--- src/rtl/sa_pkg.sv ---
package sa_pkg;
  typedef enum logic [1:0] {
    OP_ADD = 2'd0,
    OP_SUB = 2'd1,
    OP_SHL = 2'd2,
    OP_SHR = 2'd3
  } sa_op_e;

  localparam int FLG_Z = 3;
  localparam int FLG_C = 2;
  localparam int FLG_N = 1;
  localparam int FLG_V = 0;
endpackage

--- src/rtl/sa_half_add.sv ---
module sa_half_add #(
  parameter int W = 16
) (
  input  logic [W-1:0] a_i,
  input  logic [W-1:0] b_i,
  input  logic         c_i,
  output logic [W-1:0] s_o,
  output logic         c_o
);
  always_comb {c_o, s_o} = {1'b0, a_i} + {1'b0, b_i} + {{W{1'b0}}, c_i};
endmodule

--- src/rtl/sa_slow_unit.sv ---
module sa_slow_unit #(
  parameter int DW  = 32,
  parameter int TW  = 4,
  parameter int LAT = 4
) (
  input  logic                  clk_i,
  input  logic                  rst_ni,
  input  logic                  in_v_i,
  input  logic                  shr_i,
  input  logic [DW-1:0]         a_i,
  input  logic [$clog2(DW)-1:0] amt_i,
  input  logic [TW-1:0]         tag_i,
  output logic                  busy_o,
  output logic                  ret_o,
  output logic                  out_v_o,
  output logic [DW-1:0]         out_o,
  output logic [TW-1:0]         out_tag_o
);
  logic [LAT-1:0] v_q;
  logic [DW-1:0]  d_q [LAT];
  logic [TW-1:0]  t_q [LAT];

  always_ff @(posedge clk_i or negedge rst_ni) begin
    if (!rst_ni) begin
      v_q[0] <= 1'b0;
      d_q[0] <= '0;
      t_q[0] <= '0;
    end else begin
      v_q[0] <= in_v_i;
      if (in_v_i) begin
        d_q[0] <= shr_i ? (a_i >> amt_i) : (a_i << amt_i);
        t_q[0] <= tag_i;
      end
    end
  end

  // data advances only with a valid op, so the last stage holds the last return
  for (genvar i = 1; i < LAT; i++) begin : g_stage
    always_ff @(posedge clk_i or negedge rst_ni) begin
      if (!rst_ni) begin
        v_q[i] <= 1'b0;
        d_q[i] <= '0;
        t_q[i] <= '0;
      end else begin
        v_q[i] <= v_q[i-1];
        if (v_q[i-1]) begin
          d_q[i] <= d_q[i-1];
          t_q[i] <= t_q[i-1];
        end
      end
    end
  end

  assign busy_o    = |v_q[LAT-2:0];
  assign ret_o     = v_q[LAT-2];
  assign out_v_o   = v_q[LAT-1];
  assign out_o     = d_q[LAT-1];
  assign out_tag_o = t_q[LAT-1];
endmodule

--- src/rtl/stag_adder.sv ---
module stag_adder
  import sa_pkg::*;
#(
  parameter int DATA_W   = 32,
  parameter int TAG_W    = 4,
  parameter int SLOW_LAT = 4
) (
  input  logic              clk_i,
  input  logic              rst_ni,
  input  logic              valid_i,
  input  logic [1:0]        op_i,
  input  logic [DATA_W-1:0] a_i,
  input  logic [DATA_W-1:0] b_i,
  input  logic              fwd_a_i,
  input  logic              fwd_b_i,
  input  logic [TAG_W-1:0]  tag_i,
  output logic              stall_o,
  output logic              lo_valid_o,
  output logic [DATA_W/2-1:0] lo_o,
  output logic [TAG_W-1:0]  lo_tag_o,
  output logic              hi_valid_o,
  output logic [DATA_W/2-1:0] hi_o,
  output logic [TAG_W-1:0]  hi_tag_o,
  output logic              flags_valid_o,
  output logic [3:0]        flags_o,
  output logic [TAG_W-1:0]  flags_tag_o,
  output logic              slow_valid_o,
  output logic [DATA_W-1:0] slow_o,
  output logic [TAG_W-1:0]  slow_tag_o
);
  localparam int HW  = DATA_W / 2;
  localparam int SHW = $clog2(DATA_W);

  sa_op_e op_e;
  logic   is_slow, is_sub, is_shr, issue_fast, issue_slow;
  logic   slow_busy, slow_ret, last_slow_q;

  always_comb begin
    op_e    = sa_op_e'(op_i);
    is_slow = (op_e == OP_SHL) || (op_e == OP_SHR);
    is_sub  = (op_e == OP_SUB);
    is_shr  = (op_e == OP_SHR);
  end

  assign stall_o    = valid_i & ~is_slow & (fwd_a_i | fwd_b_i) & slow_busy;
  assign issue_fast = valid_i & ~is_slow & ~stall_o;
  assign issue_slow = valid_i & is_slow;

  // ---------------- low tick ----------------
  logic [HW-1:0] lo_q, hi_q, fwd_lo, a_lo, b_lo, lo_sum;
  logic          lo_co;
  logic          lo_v_q;
  logic [TAG_W-1:0] lo_tag_q;

  assign fwd_lo = last_slow_q ? slow_o[HW-1:0] : lo_q;
  assign a_lo   = fwd_a_i ? fwd_lo : a_i[HW-1:0];
  assign b_lo   = (fwd_b_i ? fwd_lo : b_i[HW-1:0]) ^ {HW{is_sub}};

  sa_half_add #(.W(HW)) u_lo (
    .a_i(a_lo), .b_i(b_lo), .c_i(is_sub), .s_o(lo_sum), .c_o(lo_co)
  );

  // high-half operands held across the tick
  logic          s_sub, s_fa, s_fb, s_c, s_lz;
  logic [HW-1:0] s_a_hi, s_b_hi;

  always_ff @(posedge clk_i or negedge rst_ni) begin
    if (!rst_ni) begin
      lo_v_q <= 1'b0; lo_q <= '0; lo_tag_q <= '0;
      s_sub <= 1'b0; s_fa <= 1'b0; s_fb <= 1'b0; s_c <= 1'b0; s_lz <= 1'b0;
      s_a_hi <= '0; s_b_hi <= '0;
    end else begin
      lo_v_q <= issue_fast;
      if (issue_fast) begin
        lo_q     <= lo_sum;
        lo_tag_q <= tag_i;
        s_sub    <= is_sub;
        s_c      <= lo_co;
        s_lz     <= (lo_sum == '0);
        // a returned shift is captured whole; a fast producer's high half is read next tick
        s_fa     <= fwd_a_i & ~last_slow_q;
        s_fb     <= fwd_b_i & ~last_slow_q;
        s_a_hi   <= fwd_a_i ? slow_o[DATA_W-1:HW] : a_i[DATA_W-1:HW];
        s_b_hi   <= fwd_b_i ? slow_o[DATA_W-1:HW] : b_i[DATA_W-1:HW];
      end
    end
  end

  // fast low completion beats a shift returning on the same edge
  always_ff @(posedge clk_i or negedge rst_ni) begin
    if (!rst_ni)         last_slow_q <= 1'b0;
    else if (issue_fast) last_slow_q <= 1'b0;
    else if (slow_ret)   last_slow_q <= 1'b1;
  end

  // ---------------- high tick ----------------
  logic [HW-1:0] a_hi, b_hi, hi_sum;
  logic          hi_co, hi_v_q;
  logic [TAG_W-1:0] hi_tag_q;
  logic [3:0]    pre_f;

  assign a_hi = s_fa ? hi_q : s_a_hi;
  assign b_hi = (s_fb ? hi_q : s_b_hi) ^ {HW{s_sub}};

  sa_half_add #(.W(HW)) u_hi (
    .a_i(a_hi), .b_i(b_hi), .c_i(s_c), .s_o(hi_sum), .c_o(hi_co)
  );

  always_ff @(posedge clk_i or negedge rst_ni) begin
    if (!rst_ni) begin
      hi_v_q <= 1'b0; hi_q <= '0; hi_tag_q <= '0; pre_f <= '0;
    end else begin
      hi_v_q <= lo_v_q;
      if (lo_v_q) begin
        hi_q         <= hi_sum;
        hi_tag_q     <= lo_tag_q;
        pre_f[FLG_Z] <= s_lz & (hi_sum == '0);
        pre_f[FLG_C] <= hi_co;
        pre_f[FLG_N] <= hi_sum[HW-1];
        pre_f[FLG_V] <= (a_hi[HW-1] == b_hi[HW-1]) & (hi_sum[HW-1] != a_hi[HW-1]);
      end
    end
  end

  // ---------------- flag tick ----------------
  logic       f_v_q;
  logic [3:0] f_q;
  logic [TAG_W-1:0] f_tag_q;

  always_ff @(posedge clk_i or negedge rst_ni) begin
    if (!rst_ni) begin
      f_v_q <= 1'b0; f_q <= '0; f_tag_q <= '0;
    end else begin
      f_v_q <= hi_v_q;
      if (hi_v_q) begin
        f_q     <= pre_f;
        f_tag_q <= hi_tag_q;
      end
    end
  end

  // ---------------- slow port ----------------
  sa_slow_unit #(.DW(DATA_W), .TW(TAG_W), .LAT(SLOW_LAT)) u_slow (
    .clk_i(clk_i), .rst_ni(rst_ni), .in_v_i(issue_slow), .shr_i(is_shr),
    .a_i(a_i), .amt_i(b_i[SHW-1:0]), .tag_i(tag_i),
    .busy_o(slow_busy), .ret_o(slow_ret),
    .out_v_o(slow_valid_o), .out_o(slow_o), .out_tag_o(slow_tag_o)
  );

  assign lo_valid_o    = lo_v_q;
  assign lo_o          = lo_q;
  assign lo_tag_o      = lo_tag_q;
  assign hi_valid_o    = hi_v_q;
  assign hi_o          = hi_q;
  assign hi_tag_o      = hi_tag_q;
  assign flags_valid_o = f_v_q;
  assign flags_o       = f_q;
  assign flags_tag_o   = f_tag_q;


  lo_then_hi_chk: assert property (@(posedge clk_i) disable iff (!rst_ni)
    lo_valid_o |=> hi_valid_o && hi_tag_o == $past(lo_tag_o));

  hi_then_flags_chk: assert property (@(posedge clk_i) disable iff (!rst_ni)
    hi_valid_o |=> flags_valid_o && flags_tag_o == $past(hi_tag_o));

  stall_blocks_chk: assert property (@(posedge clk_i) disable iff (!rst_ni)
    stall_o |=> !lo_valid_o);

  zero_flag_chk: assert property (@(posedge clk_i) disable iff (!rst_ni)
    (flags_valid_o && flags_o[FLG_Z]) |-> $past(hi_o) == '0);

  sign_flag_chk: assert property (@(posedge clk_i) disable iff (!rst_ni)
    flags_valid_o |-> flags_o[FLG_N] == $past(hi_o[HW-1]));
endmodule

--- config.mk ---
export PLATFORM = sky130hd
export DESIGN_NAME = stag_adder
export DESIGN_NICKNAME = d
export VERILOG_FILES = /design/src/rtl/sa_pkg.sv /design/src/rtl/sa_half_add.sv /design/src/rtl/sa_slow_unit.sv /design/src/rtl/stag_adder.sv
export SDC_FILE = /design/constraint.sdc
export NUM_CORES = 1
export LEC_CHECK = 0
export BUFFER_PORTS_ARGS = -buffer_cell sky130_fd_sc_hd__buf_2
export CELL_PAD_IN_SITES_DETAIL_PLACEMENT = 0
export CELL_PAD_IN_SITES_GLOBAL_PLACEMENT = 1
export CORE_MARGIN = 1
export CORE_UTILIZATION = 47
export CTS_CLUSTER_SIZE = 8
export DETAILED_ROUTE_END_ITERATION = 6
export GPL_ROUTABILITY_DRIVEN = 0
export GPL_TIMING_DRIVEN = 0
export PLACE_DENSITY_LB_ADDON = 0.12
export SYNTH_ARGS = -nofsm -noshare
export SYNTH_HDL_FRONTEND = slang
export SYNTH_SLANG_ARGS = --single-unit
--- constraint.sdc ---
create_clock -name clk_i -period 4.94 [get_ports clk_i]
set_input_delay 0.247 -clock clk_i [delete_from_list [all_inputs] [get_ports clk_i]]
set_output_delay 0.247 -clock clk_i [all_outputs]
set_load 0.01 [all_outputs]
==> metrics.cfg <==
[status]
outcome = complete, no violations

[detailed_routing]
viasPerCell = 6.03
drcViolationCount = 0
route.vias.total = 12600
wl_per_cell_um = 23.6
firstDrtPassIters = 6
ant_nets = 0
drt_iter0_drc = 1169
wl_um = 49300

[timing]
setup_viol = 0
tightest_slew_ns = 1.02
setup_tns_ns = 0
finalMaxSlewViolations = 0
fin_worst_hold_slack_ns = 0.0323
period_minus_slack_ns = 4.64
min_period_over_period_pct = 93.8
hold_viol = 0
timing.fmax_mhz = 216
grt_setup_unrepaired = false
max-slew-margin-rel_pct = 31.5
finClkSkew_ns = 0.0100

[worst_hold_path]
whs_endpoint = s_b_hi[0]
worstHoldStart = b_i[16]
min_path_type = input pin to flip-flop
worst_hold_path.num_cells = 3

[power_and_ir_drop]
clockPowerShare_pct = 24.3
switching_share_pct = 36.6
pwr-share-comb_pct = 40.2
p_per_area_nw_per_um2 = 491
power.net_switching_uw = 3130
power_uw = 8560
p_seq_share_pct = 35.5
leakage_uw = 0.00794
ir_drop_mv = 0.216
p_int_uw = 5420

[run]
max-cap-violations = 0

[placement]
hpwl_um = 38300
numPortBuffers = 158

[grt]
grt_overflow = 0
antenna_found_initial = 4
grt_pass1_vias = 12400
grt_pass1_wl_um = 74700
top_usage_layer = met2
grt.met2_usage_pct = 49.1
grt_max_degree = 122
use_met1_pct = 40.4
use_met3_pct = 3.43
grt_usage_pct = 30.3

[floorplan]
die_y_um = 181
core_area_sq_um = 31600
die_area_sq_um = 32900
io_pins = 164
num_rows = 65
fp.dieW_um = 181
initial_utilization_pct = 47.8

[finish]
multi_input_area_sq_um = 8350
seqCellArea_sq_um = 6010
layout.nets = 1792
area_growth_pct = 15.4
drive_above_1_share_pct = 27.5
nFillCells = 2885

[worst_setup_path]
r2r_start = s_fb
required_ns = 5.35
reg2reg_slack_ns = 0.30
critPathArrivalTime_ns = 5.05
critPathKind = flip-flop to flip-flop
crit_chain = mux2i_1 > xor2_1 > fa_1 > inv_1 > fa_1 > a211oi_1 > o21bai_1 > a21oi_1 > o21bai_1 > xor2_1 > or4_1 > or4_1 > or4b_1 > o32ai_2
cp-startpoint = s_fb
critPathTopFamily = simple AND/OR/NAND/NOR gates
crit_buf_inv = 1
slowest_delay_ns = 0.57
crit_slowest_cell = dfrtp_1
r2r-end = pre_f[3]
path_max_fanout = 8
critPathLaunchType = flip-flop
rr_worst_depth = 14
endpoint_kind = flip-flop

[yosys]
yosysSeqAreaShare_pct = 39.7
synth_common_cells = dfrtp_1 (240), mux2_2 (162), nand2_1 (151)
synth-main-ff-cell = dfrtp_1
netlist_area_sq_um = 15100
yosysMostFrequentCell = dfrtp_1
synth-edff-count = 0
synth.top_cell.area_share_pct = 39.7
yosysUniqueCellTypes = 63
synth_cells = 1485
avgSynthCellArea_sq_um = 10.2
async_flop_share_pct = 100
ys_seq_elements = 240
synthesis.yosys.warnings = 0
synthTopCellsByArea = dfrtp_1 (40%), mux2_2 (12%), mux4_2 (7.5%)
synth.net_count = 1593
synth_top_area_cell = dfrtp_1

[cts]
cts_sinks = 240
clockRootBuffer = clkbuf_16
cts_tree = done
insertion_delay_ns = 0.51
clkSlewWorstSetupHoldPaths_ns = 0.05
cts_made_buffers = 35
cts_max_path_buffers = 3
cts_max_level = 2

timing repair:
item,4_1_cts,5_1_grt
hold buffers,5,0
setup buffers,0,0
setup endpoints to repair,1,2
gates resized for setup,1,2
endpoints found under the hold margin,248,0
final cells by class:
cell class	instances	area share, %
antenna	2	0.0287
buffer	140	3.93
inverter	18	0.387
sequential	240	34.4
clock inverter	3	0.280
tap	402	2.88
timing repair buffer	165	5.19
clock buffer	35	5.02
multi-input combinational	1084	47.8
worst max path at each step:
stage                     slack [ns]  cells after the start         endpoint
after floorplan                 0.54                     15         pre_f[3]
after global placement         -0.63                      1  u_slow.d_q[123]
after detailed placement       -0.17                     15         pre_f[3]
after CTS                       0.08                     15         pre_f[3]
after global routing            0.05                     14         pre_f[3]
final                           0.30                     14         pre_f[3]
logic make-up after synthesis:
kind of cell,synth area share [%]
mux,26.9
simple gates,10.3
xor+xnor,3.53
flops,39.7
buf+inv,5.05
fa+ha+maj,2.88
compound gates,11.6
sequential cells by signal, summed over array words and instances (netlist names), 2 cells and up:
register,cells
lo_o,16
pre_f,4
flags_tag_o,4
s_b_hi,16
u_slow.out_tag_o,4
hi_tag_o,4
u_slow.t_q,12
hi_o,15
u_slow.out_o,32
u_slow.v_q,2
flags_o,4
s_a_hi,16
u_slow.d_q,96
lo_tag_o,4
stage by stage:
step                      std cells  cell area, sq um  util (%)  worst slack, ns
after CTS                      2089             17400      55.1           0.0814
after detailed placement       2047             16500      52.1           -0.173
after global routing           2089             17400      55.1           0.0466
after floorplan                1485             15100         -            0.544
final                          2089             17400      55.1            0.304
after global placement         2045             16400      51.9           -0.631
per-layer routing:
layer	routed length (um)	vias up
met5	12	-
met4	2610	2
met3	3130	153
met2	22900	616
met1	20600	6164
li1	-	5663
power groups by stage:
| stage | sequential (uW) | clock [uW] | combinational (uW) |
|---|---|---|---|
| after floorplan | 2900 | 0 | 2430 |
| after global placement | 3040 | 0 | 3370 |
| after detailed placement | 3070 | 0 | 3420 |
| after CTS | 3040 | 2130 | 3430 |
| after global routing | 3110 | 2220 | 3770 |
| final | 3040 | 2080 | 3440 |
worst register-to-register path: stages, from the launching register on:
cell	delay (ns)
dfrtp_1	0.57
mux2i_1	0.26
xor2_1	0.21
fa_1	0.23
inv_1	0.07
fa_1	0.47
a211oi_1	0.34
o21bai_1	0.12
a21oi_1	0.25
o21bai_1	0.11
xor2_1	0.16
or4_1	0.55
or4_1	0.44
or4b_1	0.56
o32ai_2	0.20
placed cells by master (no fill, tap or decap), types with 35 or more instances in the layout:
master / n
xnor2_1: 48
buf_4: 37
nor2_1: 140
o21ai_0: 125
buf_2: 162
clkbuf_16: 35
mux4_2: 50
mux2i_1: 111
clkbuf_1: 76
nand2_1: 151
dfrtp_1: 239
mux2_2: 162
a21oi_1: 81
Power figures use the tool's default switching activity.
